## config.mk

```make
export PLATFORM = sky130hd
export DESIGN_NAME = kbd_disp_regs
export DESIGN_NICKNAME = d
export VERILOG_FILES = /design/src/rtl/kd_pkg.sv /design/src/rtl/kd_decode.sv /design/src/rtl/kd_kbd_chan.sv /design/src/rtl/kd_disp_chan.sv /design/src/rtl/kbd_disp_regs.sv
export SDC_FILE = /design/constraint.sdc
export NUM_CORES = 1
export LEC_CHECK = 0
export BUFFER_PORTS_ARGS = -buffer_cell sky130_fd_sc_hd__buf_2
export CORE_ASPECT_RATIO = 1.4
export CORE_MARGIN = 1
export CORE_UTILIZATION = 35
export DETAILED_ROUTE_END_ITERATION = 8
export PLACE_DENSITY = 0.72
export SLEW_MARGIN = 30
export SYNTH_ARGS = -nofsm -noshare
export SYNTH_HDL_FRONTEND = slang
export SYNTH_SLANG_ARGS = --single-unit
```

## constraint.sdc

```tcl
create_clock -name clk -period 4.45 [get_ports clk]
set_clock_uncertainty 0.15 [all_clocks]
set_input_delay 0.89 -clock clk [delete_from_list [all_inputs] [get_ports clk]]
set_output_delay 0.89 -clock clk [all_outputs]
set_load 0.01 [all_outputs]
```

## src/rtl/kd_pkg.sv

```systemverilog
package kd_pkg;

    localparam int unsigned BUS_W   = 16;
    localparam int unsigned CHAR_W  = 8;
    localparam int unsigned RDY_BIT = BUS_W - 1;
    localparam int unsigned IE_BIT  = BUS_W - 2;
    localparam int unsigned N_SLOTS = 4;

    typedef enum logic [2:0] {
        SEL_NONE,
        SEL_KSTAT,
        SEL_KDATA,
        SEL_DSTAT,
        SEL_DDATA
    } sel_e;

    typedef struct packed {
        logic ready;
        logic ie;
    } stat_t;

    function automatic logic [BUS_W-1:0] pack_status(stat_t s);
        logic [BUS_W-1:0] r;
        r          = '0;
        r[RDY_BIT] = s.ready;
        r[IE_BIT]  = s.ie;
        return r;
    endfunction

    function automatic logic [BUS_W-1:0] pack_char(logic [CHAR_W-1:0] c);
        return {{(BUS_W-CHAR_W){1'b0}}, c};
    endfunction

endpackage

```

## src/rtl/kd_decode.sv

```systemverilog
module kd_decode
    import kd_pkg::*;
#(
    parameter int unsigned      ADDR_W    = 16,
    parameter logic [ADDR_W-1:0] BASE_ADDR = 16'hFE00,
    parameter int unsigned      STRIDE    = 2
) (
    input  logic [ADDR_W-1:0] addr,
    output sel_e              sel
);
    logic [N_SLOTS-1:0] match;

    for (genvar i = 0; i < N_SLOTS; i++) begin : g_slot
        localparam logic [ADDR_W-1:0] SLOT_ADDR = BASE_ADDR + ADDR_W'(i * STRIDE);
        assign match[i] = (addr == SLOT_ADDR);
    end

    always_comb begin
        unique case (1'b1)
            match[0]: sel = SEL_KSTAT;
            match[1]: sel = SEL_KDATA;
            match[2]: sel = SEL_DSTAT;
            match[3]: sel = SEL_DDATA;
            default:  sel = SEL_NONE;
        endcase
    end
endmodule

```

## src/rtl/kd_kbd_chan.sv

```systemverilog
module kd_kbd_chan
    import kd_pkg::*;
(
    input  logic              clk,
    input  logic              rst,
    input  logic              strobe,
    input  logic [CHAR_W-1:0] code,
    input  logic              data_rd,
    input  logic              ie_wr,
    input  logic              ie_val,
    output stat_t             st,
    output logic [CHAR_W-1:0] ch
);
    always_ff @(posedge clk) begin
        if (rst) begin
            st <= '{ready: 1'b0, ie: 1'b0};
            ch <= '0;
        end else begin
            if (ie_wr) st.ie <= ie_val;
            if (st.ready) begin
                if (data_rd) st.ready <= 1'b0;
            end else if (strobe) begin
                st.ready <= 1'b1;
                ch       <= code;
            end
        end
    end
endmodule

```

## src/rtl/kd_disp_chan.sv

```systemverilog
module kd_disp_chan
    import kd_pkg::*;
(
    input  logic              clk,
    input  logic              rst,
    input  logic              data_wr,
    input  logic [CHAR_W-1:0] wchar,
    input  logic              done,
    input  logic              ie_wr,
    input  logic              ie_val,
    output stat_t             st,
    output logic              out_valid,
    output logic [CHAR_W-1:0] out_char
);
    always_ff @(posedge clk) begin
        if (rst) begin
            st        <= '{ready: 1'b1, ie: 1'b0};
            out_valid <= 1'b0;
            out_char  <= '0;
        end else begin
            out_valid <= 1'b0;
            if (ie_wr) st.ie <= ie_val;
            if (!st.ready) begin
                if (done) st.ready <= 1'b1;
            end else if (data_wr) begin
                st.ready  <= 1'b0;
                out_valid <= 1'b1;
                out_char  <= wchar;
            end
        end
    end
endmodule

```

## src/rtl/kbd_disp_regs.sv

```systemverilog
module kbd_disp_regs
    import kd_pkg::*;
#(
    parameter logic [BUS_W-1:0] BASE_ADDR = 16'hFE00,
    parameter int unsigned      STRIDE    = 2
) (
    input  logic              clk,
    input  logic              rst,
    input  logic [BUS_W-1:0]  bus_addr,
    input  logic              bus_rd,
    input  logic              bus_wr,
    input  logic [BUS_W-1:0]  bus_wdata,
    output logic [BUS_W-1:0]  bus_rdata,
    output logic              bus_hit,
    input  logic              key_strobe,
    input  logic [CHAR_W-1:0] key_code,
    output logic              disp_valid,
    output logic [CHAR_W-1:0] disp_char,
    input  logic              disp_done,
    output logic              kbd_irq,
    output logic              disp_irq
);
    sel_e              sel;
    stat_t             kbd_st;
    stat_t             disp_st;
    logic [CHAR_W-1:0] kbd_ch;

    kd_decode #(
        .ADDR_W   (BUS_W),
        .BASE_ADDR(BASE_ADDR),
        .STRIDE   (STRIDE)
    ) u_dec (
        .addr(bus_addr),
        .sel (sel)
    );

    kd_kbd_chan u_kbd (
        .clk    (clk),
        .rst    (rst),
        .strobe (key_strobe),
        .code   (key_code),
        .data_rd(bus_rd && sel == SEL_KDATA),
        .ie_wr  (bus_wr && sel == SEL_KSTAT),
        .ie_val (bus_wdata[IE_BIT]),
        .st     (kbd_st),
        .ch     (kbd_ch)
    );

    kd_disp_chan u_disp (
        .clk      (clk),
        .rst      (rst),
        .data_wr  (bus_wr && sel == SEL_DDATA),
        .wchar    (bus_wdata[CHAR_W-1:0]),
        .done     (disp_done),
        .ie_wr    (bus_wr && sel == SEL_DSTAT),
        .ie_val   (bus_wdata[IE_BIT]),
        .st       (disp_st),
        .out_valid(disp_valid),
        .out_char (disp_char)
    );

    assign bus_hit = bus_rd && (sel != SEL_NONE);

    always_comb begin
        bus_rdata = '0;
        if (bus_rd) begin
            unique case (sel)
                SEL_KSTAT: bus_rdata = pack_status(kbd_st);
                SEL_KDATA: bus_rdata = pack_char(kbd_ch);
                SEL_DSTAT: bus_rdata = pack_status(disp_st);
                default:   bus_rdata = '0;
            endcase
        end
    end

    assign kbd_irq  = kbd_st.ready && kbd_st.ie;
    assign disp_irq = disp_st.ready && disp_st.ie;
endmodule

```

=== After elaboration in Yosys (flattened, before gate mapping) ===
Cells that the tools add are included.

* Register bits: 21
* Bits of input ports: 46

* Equal/unequal tests: 8
* Reductions and logical operators: 11
* Mux-type cells: 10
* Bitwise logic cells: 2

{| class="wikitable"
|+ Operator list
! operator !! count
|-
| == test 16 bit, second input constant || 4
|-
| case mux 16 bit (3 select lines) || 1
|-
| two-way mux 16 bit || 1
|-
| case mux 3 bit (4 select lines) || 1
|-
| logical AND 1 bit || 7
|-
| two-way mux 1 bit || 7
|-
| == test 3 x 2 -> 1 bit, second input constant || 2
|-
| AND reduction 2 bit || 2
|-
| == test 3 x 1 -> 1 bit, second input constant || 1
|-
| == test 3 bit, second input constant || 1
|-
| nonzero test 3 bit || 1
|-
| NOT 1 bit || 2
|-
| OR reduction 2 bit || 1
|}

=== Longest topological paths before layout ===
* Depth after elaboration: 6
* Depth in mapped cells: 5
* Gate-level depth less buffers: 4

=== Modules after synthesis ===
From an unflattened synthesis, not the netlist that was laid out.

* Cells, all modules: 127
* Area total of the unflattened synthesis: 1213.7 µm²

{| class="wikitable"
|+ Modules (own cells, without submodules)
! module !! area an instance (µm²) !! seq. area each (µm²) !! times used !! cells an instance
|-
| kd_disp_chan || 475.5 || 220.2 || 1 || 46
|-
| kd_kbd_chan || 440.4 || 200.2 || 1 || 41
|-
| kbd_disp_regs || 210.2 || 0.0 || 1 || 29
|-
| kd_decode || 87.6 || 0.0 || 1 || 11
|}

=== Worst setup path after synthesis ===
Ideal clock, no wire load.

* Path type: input -> output
* From: input bus_addr[7]
* To: output bus_rdata[0]
* Arrival: 1.893 ns
* Cell stages on the path: 5
* Required time: 3.410 ns
* Path buffers: 1
* Slack: 1.517 ns
* Cell sequence: nor4b_4 > and4_4 > and4b_1 > buf_2 > and2_1

* Longest elaborated chain between the ends: 5
* Elaborated cells on any way between the ends: 10
* Classes of those cells: 7 x eq/ne; 3 x mux

{| class="wikitable"
|+ Ends and longest elaborated chain
! what !! RTL line !! source
|-
| start: declaration || kbd_disp_regs.sv:9 || <nowiki>input logic [BUS_W-1:0] bus_addr,</nowiki>
|-
| == test 16 bit || kd_decode.sv:15 || <nowiki>assign match[i] = (addr == SLOT_ADDR);</nowiki>
|-
| case mux 3 bit (4 select lines) (*) || kd_decode.sv:19 || <nowiki>unique case (1'b1)</nowiki>
|-
| == test 3 x 2 -> 1 bit or == test 3 x 1 -> 1 bit (tied branches) || kbd_disp_regs.sv:67 || <nowiki>unique case (sel)</nowiki>
|-
| case mux 16 bit (3 select lines) (*) || kbd_disp_regs.sv:67 ||
|-
| two-way mux 16 bit (*) || kbd_disp_regs.sv:66 || <nowiki>if (bus_rd) begin</nowiki>
|-
| end: declaration || kbd_disp_regs.sv:13 || <nowiki>output logic [BUS_W-1:0] bus_rdata,</nowiki>
|}

Mark *: on every way between the ends. The rest lies on a longest branch, timed or not.

=== Worst setup path in the final report ===
* From: input bus_addr[7]
* To: output bus_rdata[7]

The elaborated chain is that of the path after synthesis.

==> key figures <==
Yosys
  • Synth top cells by count: dfxtp_1, mux2i_1, nand2b_1
  • Biggest area consumer among synthesized cells: dfxtp_1
  • Cell variety after synth: 28
  • Asr flop ratio synth: 0%
  • Top FF cell, synth: dfxtp_1
  • Post-Syn Area: 1095 um2
  • Yosys Warn Count: 0
  • Seq/Total Area, Yosys: 38.40%
  • Count leader, synth: dfxtp_1
  • Post-synth EDFFs: 0
  • #FFs+latches synth: 21
  • Synth top area share: just under 40%
  • Syn Inst Count: 116
  • Area contributors post-synth: dfxtp_1, mux2i_1, nand2b_1, and2_1, nor2_1
  • Post-synthesis area per instance: 9.438 um2

Hold path
  • Worst Hold Launch: u_disp.out_char[2]
  • Hold depth: 2
  • Worst Hold End: u_disp.out_char[2]
  • Worst Hold Class: reg -> reg

Placed design
  • RePlAce Congestion: 0.6798
  • Detailed placement HPWL: between 1.5 and 2 mm
  • Placed instance area: 1374 um2
  • PortBufs: 60

CTS
  • CTS root buffer: clkbuf_8
  • TritonCTS clock tree: yes
  • CTS resizes: 0
  • H-tree depth: 1
  • Clock transition at the registers of the reported paths: 0.07 ns
  • Cts bufs inserted: 3
  • Post CTS Setup Buffer Count: 0
  • Post-CTS Hold Fix Bufs: 0
  • Worst skew pair latency: approximately 0.25 ns
  • CTS Sinks: 21
  • CTS Buffer Depth: 2

STA
  • Final count of hold timing violations: 0
  • Tcrit/Tclk final: 73.34%
  • Post-Route Setup TNS: 0 ns
  • RSZ-0062 raised after global routing: false
  • Measured slew at the worst slew-check pin: around 0.9 ns
  • Peak Freq: 0.3064 GHz
  • Slew Limit Fails: 0
  • Final min period: ~3.3 ns
  • Final setup vio count: 0
  • Slew HR: 40.27%

Global routing
  • Largest net degree at the start of global routing: 31
  • Gr usage total: about 14%
  • Antenna violations before repair: 0
  • First-pass GRT wire length: roughly 3.8 mm
  • Congestion Overflow GR: 0
  • Vias in the first global route: 922

Routing
  • Vias: 952
  • Vias per cell: 4.533
  • WL final: 2.355 mm
  • Final antenna-violating net count: 0
  • WL per Instance: 11.21 um
  • Drt pass-1 iters: 4
  • Residual DRC: 0
  • Initial DRC count: 17

Setup path
  • Crit path DAT: 2.22 ns
  • Startpoint Class: input port
  • Worst Path Required: 3.41 ns
  • R2R setup slack: 2.81 ns
  • Critical Setup Path Class: in -> out
  • Critical path endpoint category: output pin
  • Crit Path Max Fanout: 9
  • Worst Reg2Reg Path Length in Cells: 3
  • Reg-to-Reg Start: u_kbd.st[1]
  • RR Endpoint: u_kbd.ch[0]

Floorplanning
  • Ports: 74
  • Die height: 68.18 um
  • Initial Utilization: a little under two fifths
  • Die ar.: around 3400 um2
  • Core ar.: around 2900 um2
  • Rows: 23
  • Chip Width: 49.27 um

Final layout
  • Layout Cell Area excl Fill: roughly 1400 um2
  • Area growth from synthesis to layout: 29.60%
  • Ant. Diodes: 0
  • Layout fillers: slightly above 300
  • Final nets: 220
  • Share of layout cells above drive strength 1: 39.31%

Power
  • Sw frac: between 20% and 30%
  • Reg power frac: 54.5%
  • Switching pwr: 78.21 uW
  • Leak pwr: 0.7030 nW
  • PwrDens: 252.3 nW/um2
  • Peak VDD IR: 0.1566 mV
  • Int Power: roughly 280 uW
  • Power share of the clock group: 33.3%
  • Logic pwr share: 12.1%

Run
  • MaxCap Viol Count: 0

Outcome
  • Outcome: finished, final reports clean
-- power groups by stage --
stage | Clock [mW] | Sequential, mW | Combinational [mW]
after detailed placement | 0 | 0.200 | 0.0436
after global routing | 0.131 | 0.196 | 0.0484
after global placement | 0 | 0.199 | 0.0415
after floorplan | 0 | 0.199 | 0.0268
final | 0.119 | 0.195 | 0.0434
after CTS | 0.126 | 0.195 | 0.0437
-- area by class of cell --
class                           count  area (um2)  share of cell area [%]
Timing Repair Buffer               60       300.3                   21.16
Sequential cell                    21       420.4                   29.63
Inverter                            2       7.507                  0.5291
Tap cell                           37       46.29                   3.263
Clock buffer                        4       45.04                   3.175
Multi-Input combinational cell     86       599.3                   42.24
-- kinds of logic (layout without fill, tap and decap cells) --
kind of cell    Yosys count  count (layout)  share of synthesized area [%]
simple gates             56              56                          32.69
flops                    21              21                          38.40
mux                      18              18                          16.46
buf+inv                  14              66                          8.571
compound gates            6               6                          3.543
other cells               1               6                         0.3425
-- flip-flops by register name, indices dropped and copies added (netlist names) --
name and cells:
u_kbd.st 2, u_disp.out_char 8, u_disp.out_valid 1, u_kbd.ch 8, u_disp.st 2
-- layer usage --
metal | routed length, um | vias up | share of wire (%) | global-route usage [%]
li1 | - | 484 | - | -
met1 | 896 | 430 | 38 | 13.71
met2 | 1316 | 36 | 56 | 29.62
met3 | 129 | 2 | 5.5 | 2.667
met4 | 12 | 0 | 0.51 | 6.250
met5 | 0 | - | 0 | 0
-- how the worst max path moves through the flow --
stage | cells after the start | startpoint | slack, ns | endpoint
after global routing | 6 | bus_addr[7] | 1.09 | bus_rdata[6]
after detailed placement | 6 | bus_addr[7] | 1.18 | bus_rdata[7]
after CTS | 6 | bus_addr[7] | 1.18 | bus_rdata[7]
after global placement | 6 | bus_addr[7] | 1.24 | bus_rdata[5]
final | 6 | bus_addr[7] | 1.19 | bus_rdata[7]
after floorplan | 5 | bus_addr[7] | 1.52 | bus_rdata[0]
-- layout by cell type, fill, tap and decap left out, types with 2 or more instances in the layout --
cell / n
buf_2: 60
dfxtp_1: 21
mux2i_1: 18
nand2b_1: 17
nor2_1: 13
and2_1: 12
conb_1: 6
clkbuf_8: 3
inv_1: 2
and4_4: 2
nor2b_1: 2
o21ai_0: 2
-- per-stage QoR --
stage | cells | utilization, % | worst slack [ns] | hold slack (ns) | power, mW
2_1_floorplan | 121 | - | 1.517 | 0.3015 | 0.2257
3_3_place_gp | 206 | 47.27 | 1.237 | 0.3063 | 0.2408
3_5_place_dp | 206 | 47.27 | 1.179 | 0.3162 | 0.2432
4_1_cts | 210 | 48.82 | 1.179 | 0.3346 | 0.3654
5_1_grt | 210 | 48.82 | 1.086 | 0.3580 | 0.3753
6_report | 210 | 48.82 | 1.187 | 0.3291 | 0.3580
-- worst max-delay path, stage by stage --
cell and delay [ns]:
buf_2 0.11, nor4b_4 0.28, and4_4 0.28, and4b_1 0.36, and2_1 0.17, buf_2 0.12
(Power assumes the default switching activity.)
